[src/rtl/vb_pkg.sv]
package vb_pkg;

   // kind of state change committed at the next edge
   typedef enum logic [1:0] {
      VB_HOLD    = 2'd0,  // no change
      VB_APPEND  = 2'd1,  // new block placed after the youngest entry
      VB_REPLACE = 2'd2,  // one entry removed, new block appended
      VB_ROTATE  = 2'd3   // oldest dropped, new block appended
   } vb_op_e;

   function automatic int vb_bits(input int n);
      int w;
      w = 1;
      while ((1 << w) < n) w++;
      return w;
   endfunction

endpackage

[src/rtl/vb_match.sv]
module vb_match #(
   parameter int N      = 8,
   parameter int ADDR_W = 32
) (
   input  logic                       en,
   input  logic [ADDR_W-1:0]          key,
   input  logic [N-1:0]               vld,
   input  logic [N-1:0][ADDR_W-1:0]   tags,
   output logic [N-1:0]               hit_vec
);

   for (genvar i = 0; i < N; i++) begin : g_cmp
      assign hit_vec[i] = en & vld[i] & (tags[i] == key);
   end

endmodule

[src/rtl/vb_enc.sv]
module vb_enc #(
   parameter int N     = 8,
   parameter int IDX_W = 3
) (
   input  logic [N-1:0]     vec,
   output logic [IDX_W-1:0] idx,
   output logic             any
);

   always_comb begin
      idx = '0;
      for (int i = 0; i < N; i++) begin
         if (vec[i]) idx = IDX_W'(i);
      end
   end

   assign any = |vec;

endmodule

[src/rtl/vb_queue.sv]
module vb_queue #(
   parameter int N      = 8,
   parameter int ADDR_W = 32,
   parameter int DATA_W = 64,
   parameter int IDX_W  = 3,
   parameter int CNT_W  = 4
) (
   input  logic                      clk,
   input  logic                      rst_n,
   input  vb_pkg::vb_op_e            op,
   input  logic [IDX_W-1:0]          rm_idx,
   input  logic [ADDR_W-1:0]         new_addr,
   input  logic [DATA_W-1:0]         new_data,
   output logic [N-1:0][ADDR_W-1:0]  q_addr,
   output logic [N-1:0][DATA_W-1:0]  q_data,
   output logic [N-1:0]              q_vld,
   output logic [CNT_W-1:0]          q_cnt
);

   import vb_pkg::*;

   logic [N-1:0][ADDR_W-1:0] addr_d;
   logic [N-1:0][DATA_W-1:0] data_d;
   logic [CNT_W-1:0]         cnt_d;
   logic                     shift;
   logic [IDX_W-1:0]         low;
   logic [IDX_W-1:0]         tail;

   // entry 0 is the oldest, entry q_cnt-1 the youngest
   assign shift = (op == VB_REPLACE) || (op == VB_ROTATE);
   assign low   = (op == VB_REPLACE) ? rm_idx : '0;
   assign tail  = shift ? IDX_W'(q_cnt - CNT_W'(1)) : IDX_W'(q_cnt);

   for (genvar i = 0; i < N; i++) begin : g_slot
      assign q_vld[i] = (CNT_W'(i) < q_cnt);
      if (i < N - 1) begin : g_mid
         always_comb begin
            addr_d[i] = q_addr[i];
            data_d[i] = q_data[i];
            if (op != VB_HOLD && IDX_W'(i) == tail) begin
               addr_d[i] = new_addr;
               data_d[i] = new_data;
            end else if (shift && IDX_W'(i) >= low && IDX_W'(i) < tail) begin
               addr_d[i] = q_addr[i+1];
               data_d[i] = q_data[i+1];
            end
         end
      end else begin : g_last
         always_comb begin
            addr_d[i] = q_addr[i];
            data_d[i] = q_data[i];
            if (op != VB_HOLD && IDX_W'(i) == tail) begin
               addr_d[i] = new_addr;
               data_d[i] = new_data;
            end
         end
      end
   end

   assign cnt_d = (op == VB_APPEND) ? q_cnt + CNT_W'(1) : q_cnt;

   always_ff @(posedge clk) begin
      q_addr <= addr_d;
      q_data <= data_d;
   end

   always_ff @(posedge clk or negedge rst_n) begin
      if (!rst_n) q_cnt <= '0;
      else        q_cnt <= cnt_d;
   end

endmodule

[src/rtl/victim_buffer.sv]
module victim_buffer #(
   parameter int NUM_ENTRIES = 8,
   parameter int ADDR_W      = 26,
   parameter int DATA_W      = 64
) (
   input  logic              clk,
   input  logic              rst_n,
   input  logic              ins_valid,
   input  logic              swap,
   input  logic [ADDR_W-1:0] ins_addr,
   input  logic [DATA_W-1:0] ins_data,
   input  logic              lk_valid,
   input  logic [ADDR_W-1:0] lk_addr,
   output logic              lk_hit,
   output logic [DATA_W-1:0] lk_data,
   output logic              swap_ack,
   output logic              ev_valid,
   output logic [ADDR_W-1:0] ev_addr,
   output logic [DATA_W-1:0] ev_data
);

   import vb_pkg::*;

   localparam int IDX_W = vb_bits(NUM_ENTRIES);
   localparam int CNT_W = vb_bits(NUM_ENTRIES + 1);

   if (NUM_ENTRIES < 2) begin : g_bad_n
      $error("victim_buffer: NUM_ENTRIES must be at least 2");
   end
   if (ADDR_W < 1 || DATA_W < 1) begin : g_bad_w
      $error("victim_buffer: address and data widths must be positive");
   end

   logic [NUM_ENTRIES-1:0][ADDR_W-1:0] q_addr;
   logic [NUM_ENTRIES-1:0][DATA_W-1:0] q_data;
   logic [NUM_ENTRIES-1:0]             q_vld;
   logic [CNT_W-1:0]                   cnt_q;
   logic [NUM_ENTRIES-1:0]             lk_vec;
   logic [NUM_ENTRIES-1:0]             dup_vec;
   logic [IDX_W-1:0]                   lk_idx;
   logic [IDX_W-1:0]                   dup_idx;
   logic                               lk_any;
   logic                               dup_any;
   logic                               full;
   vb_op_e                             op;
   logic [IDX_W-1:0]                   rm_idx;

   vb_match #(.N(NUM_ENTRIES), .ADDR_W(ADDR_W)) u_lk_match (
      .en(lk_valid), .key(lk_addr), .vld(q_vld), .tags(q_addr), .hit_vec(lk_vec)
   );

   vb_match #(.N(NUM_ENTRIES), .ADDR_W(ADDR_W)) u_dup_match (
      .en(ins_valid), .key(ins_addr), .vld(q_vld), .tags(q_addr), .hit_vec(dup_vec)
   );

   vb_enc #(.N(NUM_ENTRIES), .IDX_W(IDX_W)) u_lk_enc (
      .vec(lk_vec), .idx(lk_idx), .any(lk_any)
   );

   vb_enc #(.N(NUM_ENTRIES), .IDX_W(IDX_W)) u_dup_enc (
      .vec(dup_vec), .idx(dup_idx), .any(dup_any)
   );

   assign full     = (cnt_q == CNT_W'(NUM_ENTRIES));
   assign lk_hit   = lk_any;
   assign lk_data  = lk_any ? q_data[lk_idx] : '0;
   assign swap_ack = ins_valid & swap & lk_any;

   always_comb begin
      op     = VB_HOLD;
      rm_idx = '0;
      if (swap_ack) begin
         op     = VB_REPLACE;
         rm_idx = lk_idx;
      end else if (ins_valid && dup_any) begin
         op     = VB_REPLACE;
         rm_idx = dup_idx;
      end else if (ins_valid) begin
         op = full ? VB_ROTATE : VB_APPEND;
      end
   end

   vb_queue #(
      .N(NUM_ENTRIES), .ADDR_W(ADDR_W), .DATA_W(DATA_W), .IDX_W(IDX_W), .CNT_W(CNT_W)
   ) u_queue (
      .clk(clk), .rst_n(rst_n), .op(op), .rm_idx(rm_idx),
      .new_addr(ins_addr), .new_data(ins_data),
      .q_addr(q_addr), .q_data(q_data), .q_vld(q_vld), .q_cnt(cnt_q)
   );

   always_ff @(posedge clk or negedge rst_n) begin
      if (!rst_n) ev_valid <= 1'b0;
      else        ev_valid <= (op == VB_ROTATE);
   end

   always_ff @(posedge clk) begin
      if (op == VB_ROTATE) begin
         ev_addr <= q_addr[0];
         ev_data <= q_data[0];
      end
   end

endmodule

[config.mk]
export PLATFORM = sky130hd
export DESIGN_NAME = victim_buffer
export DESIGN_NICKNAME = d
export VERILOG_FILES = /design/src/rtl/vb_pkg.sv /design/src/rtl/vb_match.sv /design/src/rtl/vb_enc.sv /design/src/rtl/vb_queue.sv /design/src/rtl/victim_buffer.sv
export SDC_FILE = /design/constraint.sdc
export NUM_CORES = 2
export LEC_CHECK = 0
export BUFFER_PORTS_ARGS = -buffer_cell sky130_fd_sc_hd__buf_2
export CELL_PAD_IN_SITES_DETAIL_PLACEMENT = 1
export CELL_PAD_IN_SITES_GLOBAL_PLACEMENT = 1
export CORE_MARGIN = 4
export CORE_UTILIZATION = 45
export CTS_CLUSTER_DIAMETER = 80
export DETAILED_ROUTE_END_ITERATION = 8
export GPL_ROUTABILITY_DRIVEN = 0
export PLACE_DENSITY = 0.7
export RECOVER_POWER = 25
export SLEW_MARGIN = 10
export SYNTH_ARGS = -nofsm -noshare
export SYNTH_HDL_FRONTEND = slang
export SYNTH_HIERARCHICAL = 1
export SYNTH_SLANG_ARGS = --single-unit
[constraint.sdc]
create_clock -name clk -period 21.3 [get_ports clk]
set_input_delay 2.13 -clock clk [delete_from_list [all_inputs] [get_ports clk]]
set_output_delay 2.13 -clock clk [all_outputs]
set_load 0.01 [all_outputs]
* After elaboration in Yosys (flattened, before gate mapping) *
Cells that the tools add are included.

storage, ports and cells
  bits in registers = 815
  latch bits = 0
  RAM bits = 0
  memory bits (read-only) = 0
  input bits = 121
  logic and storage cells = 194
  memories kept = 0

operators by class
  add/subtract/negate cells = 2
  $mul = 0
  div/mod/pow operators = 0
  order comparisons = 23
  equal/unequal tests = 27
  shift-type cells = 0
  muxes and demuxes = 53
  bitwise gates (word level) = 34
  reductions and logical operators = 35

operators by type and width
  operator                                            number
  2-to-1 mux 64 bit                                   16
  == test 26 bit                                      16
  2-to-1 mux 26 bit                                   14
  binary-select mux 64 bit (select 3 bit)             1
  2-to-1 mux 3 bit                                    12
  bitwise AND 1 bit                                   34
  logical AND 1 bit                                   23
  < comparator 3 x 4 -> 1 bit, first input constant   4
  2-to-1 mux 2 bit                                    8
  nonzero test 2 bit                                  8
  OR reduction 8 bit                                  2
  == test 3 bit, first input constant                 4
  >= comparator 3 bit, first input constant           3
  < comparator 3 bit, first input constant            3
  < comparator 1 x 4 -> 1 bit, first input constant   2
  < comparator 2 x 4 -> 1 bit, first input constant   2
  == test 2 x 3 -> 1 bit, first input constant        2
  >= comparator 1 x 3 -> 1 bit, first input constant  2
  >= comparator 2 x 3 -> 1 bit, first input constant  2
  < comparator 1 x 3 -> 1 bit, first input constant   2
  < comparator 2 x 3 -> 1 bit, first input constant   2
  adder 4 x 1 -> 4 bit, second input constant         1
  == test 2 bit, second input constant                2
  == test 4 bit, second input constant                1
  other kinds (7)                                     8

* Logic depth before layout (Yosys ltp) *
  depth in word-level cells = 18
  depth in mapped cells = 20
  gate-level depth less buffers = 14

* By module *
Netlist, hierarchy kept.

by module, submodules not included
  module         times used  cells each  area an instance (um^2)  sequential area each (um^2)
  vb_queue       1           2,637       34,590.7                 21,720.8
  victim_buffer  1           553         7,241.9                  2,727.6
  vb_match       2           315         2,626.3                  0.0
  vb_enc         2           12          66.3                     0.0

* Worst setup path before layout *
OpenSTA, ideal clock, no wires.

  kind = input port to flip-flop
  start = input port lk_addr[19]
  end = register u_queue/q_addr[130] (netlist bit) (enable)
  setup time = 0.675 ns
  arrival = 11.413 ns
  data required time = 20.625 ns
  slack = 9.212 ns
  cell stages on the path = 14
  buffers on the path = 4
  cells stage by stage = buf_2 -> xor2_1 -> nor4_1 -> nand4_1 -> nor4_2 -> nor2_1 -> nand4_1 -> clkbuf_1 -> a21oi_1 -> o21ai_0 -> buf_2 -> buf_2 -> nand2_1 -> o32ai_1

RTL lines
  what                                                            line                            RTL
  from (decl)                                                     victim_buffer.sv:13             input logic [ADDR_W-1:0] lk_addr,
  == test 26 bit (*)                                              vb_match.sv:13                  assign hit_vec[i] = en & vld[i] & (tags[i] == key);
  bitwise AND 1 bit (*)                                           vb_match.sv:13
  net lk_vec[6]                                                   victim_buffer.sv:38             logic [NUM_ENTRIES-1:0] lk_vec;
  OR reduction 8 bit (*)                                          vb_enc.sv:17                    assign any = |vec;
  net lk_hit                                                      victim_buffer.sv:14             output logic lk_hit,
  bitwise AND 1 bit (*)                                           victim_buffer.sv:67             assign swap_ack = ins_valid & swap & lk_any;
  2-to-1 mux 2 bit (*)                                            victim_buffer.sv:72             if (swap_ack) begin
  net op[1]                                                       victim_buffer.sv:45             vb_op_e op;
  == test 2 bit, on equally long branches                         vb_queue.sv:30, vb_queue.sv:31
  2-to-1 mux 3 bit / logical OR 1 bit (equally long branches)     vb_queue.sv:31, vb_queue.sv:30
  >= comparator 3 bit / 2-to-1 mux 3 bit (equally long branches)  vb_queue.sv:43, vb_queue.sv:32
  logical AND 1 bit (tied with other cells)                       vb_queue.sv:43                  end else if (shift && IDX_W'(i) >= low && IDX_W'(i) < tail) begin
  logical AND 1 bit, on equally long branches                     vb_queue.sv:43, vb_queue.sv:40
  nonzero test 2 bit (no line) (*)                                -
  to (signal assigned)                                            vb_queue.sv:63                  q_addr <= addr_d;
  to (decl)                                                       vb_queue.sv:14                  output logic [N-1:0][ADDR_W-1:0] q_addr,

The timed path passes the listed nets; every way through them passes the cells marked *.
A chain may end at the register's enable or synchronous reset.

* Final worst setup path *
  start = input port lk_addr[2]
  end = register u_queue/q_data[402] (netlist bit) (enable)

RTL lines
  what                                                            line                            RTL
  == test 26 bit (*)                                              vb_match.sv:13
  bitwise AND 1 bit (*)                                           vb_match.sv:13
  net lk_vec[4]                                                   victim_buffer.sv:38
  OR reduction 8 bit (*)                                          vb_enc.sv:17
  bitwise AND 1 bit (*)                                           victim_buffer.sv:67
  2-to-1 mux 2 bit (*)                                            victim_buffer.sv:72
  net op[1]                                                       victim_buffer.sv:45
  == test 2 bit, on equally long branches                         vb_queue.sv:30, vb_queue.sv:31
  2-to-1 mux 3 bit / logical OR 1 bit (equally long branches)     vb_queue.sv:31, vb_queue.sv:30
  >= comparator 3 bit / 2-to-1 mux 3 bit (equally long branches)  vb_queue.sv:43, vb_queue.sv:32
  logical AND 1 bit (tied with other cells)                       vb_queue.sv:43
  logical AND 1 bit, on equally long branches                     vb_queue.sv:43, vb_queue.sv:40
  nonzero test 2 bit (no line) (*)                                -
  to (signal assigned)                                            vb_queue.sv:64                  q_data <= data_d;
  to (decl)                                                       vb_queue.sv:15                  output logic [N-1:0][DATA_W-1:0] q_data,

Marks and branches as above.

==> metrics.txt <==
status=complete, but fails checks; violated checks=capacitance limit, slew limit; Mapped Nets=3,967; router iterations before antenna repair=6; first-pass GRT wire length=274 mm; final setup fails=0; Final Hold Vio Count=0; final worst path period share=64.7%; Slew Limit Fails=279; Cell Area, Placed=48,900 um^2; crit end category=flop; Crit Path Max Fanout=70; # port buffers=277; via count=38,000; clock network fraction of design power=24.8%; PnR Total Power=6.68 mW; Worst Tran Pin Value=5330 ps; reg-to-reg startpoint=u_queue/q_cnt[0]$_DFFE_PN0N_; synth top area cells=edfxtp_1 52%, o211ai_1 11%, mux2_2 6.2%; H-tree levels=3; Post-CTS Hold Buffers=0; RSZ-0062 raised after global routing=false; num ports=278; YS warnings=6; pre-CTS setup slack=10,770 ps; Synth Cell Area=47,200 um^2; cell internal pwr=3.92 mW; WL/cell=35.8 um; FP Rows=118; crit path kind=input port to flop; Clk Latency, worst-skew pair=690 ps; layout cells sized above 1=17.6%; cts bufs inserted=95; largest net degree at the start of global routing=182; WHS Endpoint=ev_data[1]$_DFFE_PN_; hold path startpoint=u_queue/q_data[1]$_DFFE_PP_; Final WS setup=7510 ps; Initial Util=45.5%; syn avg cell area=12.3 um^2; register area share after synthesis=51.8%; combinational fraction of design power=36.7%; post-synth top area share=51.5%; sequential fraction of design power=38.6%; Fill cells=10,600; PD cells=129 nW/um^2; Layout area overhead=9.47%; Unique masters post-synth=56; CTS tree=done; vias in the first global route=38,500; die area=110,000 um^2; Net Sw Power=2.76 mW; Die X=332 um; FFs w/ async S/R, synth=0.613%; commonest cells after routing, fill and taps aside=810 x edfxtp_1, 720 x o211ai_1, 382 x nand3_1; GRT Overall Usage=33.1%; predominant post-synthesis flop cell=edfxtp_1; number of routed nets with antenna violations=0; routing usage on met3=5.84%; Post-CTS Setup Repair Bufs=0; reg2reg setup slack=8620 ps; Final Util=49.8%; FF-to-FF path depth=15; CTS sink cnt=815; RR Endpoint=u_queue/q_data[402]$_DFFE_PP_; Syn Inst Count=3,844; Total Routed Length=190 mm; final setup TNS=0 ps; CP required=21,600 ps; Finished Cell Area=51,700 um^2; number of synthesized register bits=815; area leader, netlist=edfxtp_1; most used routing layer=met2; Slew HR=-255%; grt ovf=0; CTS resizes=0; Peak supply drop=0.000251 V; Remaining DRCs=0; Critical Path AT=14,080 ps; antenna violations before repair=9; Multi-input gate area=20,800 um^2; total of max-cap violations=7; Die Y=332 um; final worst path period need=13,790 ps; CTS Buffer Depth=3; GRT met1 Usage=45.4%; Final #Nets=3,981; leakage power=15.6 nW; CORE AREA=104,000 um^2; Detailed Place HPWL=109 mm; Hold Crit Class=flop to flop; DRT iter0 DRCs=5,034; commonest non-fill, non-tap cell in the layout=edfxtp_1; WHS Path Cells=0; Clock transition at path regs=60 ps; CP startpoint kind=input port; skew final=20.0 ps; M2 GR Usage=51.4%; number of synthesized flops with an enable pin=810; vias per cell=7.16; fmax=72.5 MHz; sw frac=41.4%; Seq. cell area=24,400 um^2; root buffer cell=clkbuf_16
-- how the worst max path moves through the flow --
stage / startpoint / to / slack (ps) / depth (start not counted)
2_1_floorplan: lk_addr[19] / u_queue/q_addr[130]$_DFFE_PP_ / 9210 / 14
3_3_place_gp: lk_addr[2] / lk_data[8] / 10940 / 14
3_5_place_dp: lk_addr[2] / lk_data[3] / 10770 / 14
4_1_cts: lk_addr[2] / lk_data[3] / 10740 / 14
5_1_grt: lk_addr[2] / u_queue/q_data[402]$_DFFE_PP_ / 7460 / 14
6_report: lk_addr[2] / u_queue/q_data[402]$_DFFE_PP_ / 7510 / 14
-- cells in the mapped netlist (3+ instances only) --
master / number
nand3_1: 382
o21ai_1: 18
nand2_1: 12
mux2i_1: 65
nand4_1: 50
mux2_2: 258
mux4_2: 64
a211oi_1: 25
and2_1: 4
buf_6: 56
edfxtp_1: 810
o21a_1: 3
a211oi_2: 39
nor4_1: 66
o211ai_1: 720
xor2_1: 290
nand2b_1: 6
xnor2_1: 131
inv_1: 8
nor2b_1: 3
nor4_2: 14
mux2_1: 76
o21ai_0: 229
buf_2: 74
and3b_1: 3
nor2_1: 98
clkbuf_1: 251
buf_8: 4
buf_4: 12
buf_1: 27
dfrtp_1: 5
a21oi_1: 7
-- worst max-delay path, cell delays in order --
cell      delay [ps]
clkbuf_1         620
xor2_1           150
nor4_1           590
nand4_1          170
nor4_1           940
nor2_1           240
nand4_1          180
clkbuf_1        3680
a21oi_1          600
o21ai_2          350
clkbuf_1         940
a31oi_1          340
nor2_1          2010
buf_4            890
-- metal layers --
layer / wire [um] / up-vias
li1: - / 15300
met1: 76300 / 19700
met2: 86600 / 2604
met3: 18100 / 498
met4: 9100 / 2
met5: 20 / -
-- stage by stage --
step	std cells	hold slack, ps
6_report	5311	451
5_1_grt	5310	456
4_1_cts	5304	455
3_5_place_dp	5141	441
3_3_place_gp	5141	435
2_1_floorplan	3844	421
-- power by group through the flow --
stage          Sequential, mW  Combinational (mW)  Clock (mW)
3_5_place_dp             2.58                2.38           0
5_1_grt                  2.60                2.54        1.75
3_3_place_gp             2.58                2.32           0
4_1_cts                  2.56                2.39        1.68
2_1_floorplan            2.49                1.55           0
6_report                 2.58                2.45        1.65
-- flip-flops by register name, indices dropped and copies added (netlist names) --
name            count
ev_valid            1
u_queue/q_data    512
u_queue/q_cnt       4
ev_data            64
ev_addr            26
u_queue/q_addr    208
-- cell type report --
class	count	share of cell area, %
sequential	815	47.3
multi-input combinational	2595	40.2
clock buffer	118	4.97
tap	1380	3.34
timing repair buffer	341	3.20
clock inverter	45	0.893
inverter	10	0.0726
antenna	7	0.0339
-- logic make-up (layout without fill, tap and decap cells) --
| family | count (synthesis) | after routing | synth area share (%) |
|---|---|---|---|
| other | 0 | 7 | 0 |
| buffers and inverters | 434 | 514 | 4.73 |
| multiplexers | 463 | 463 | 12.4 |
| AO/OA/AOI/OAI | 1060 | 1060 | 16.0 |
| XOR/XNOR | 421 | 421 | 7.81 |
| flip-flops | 815 | 815 | 51.8 |
| AND/OR/NAND/NOR | 649 | 649 | 7.24 |
| adder cells (fa/ha/maj) | 2 | 2 | 0.0530 |
Power figures use the tool's default switching activity.
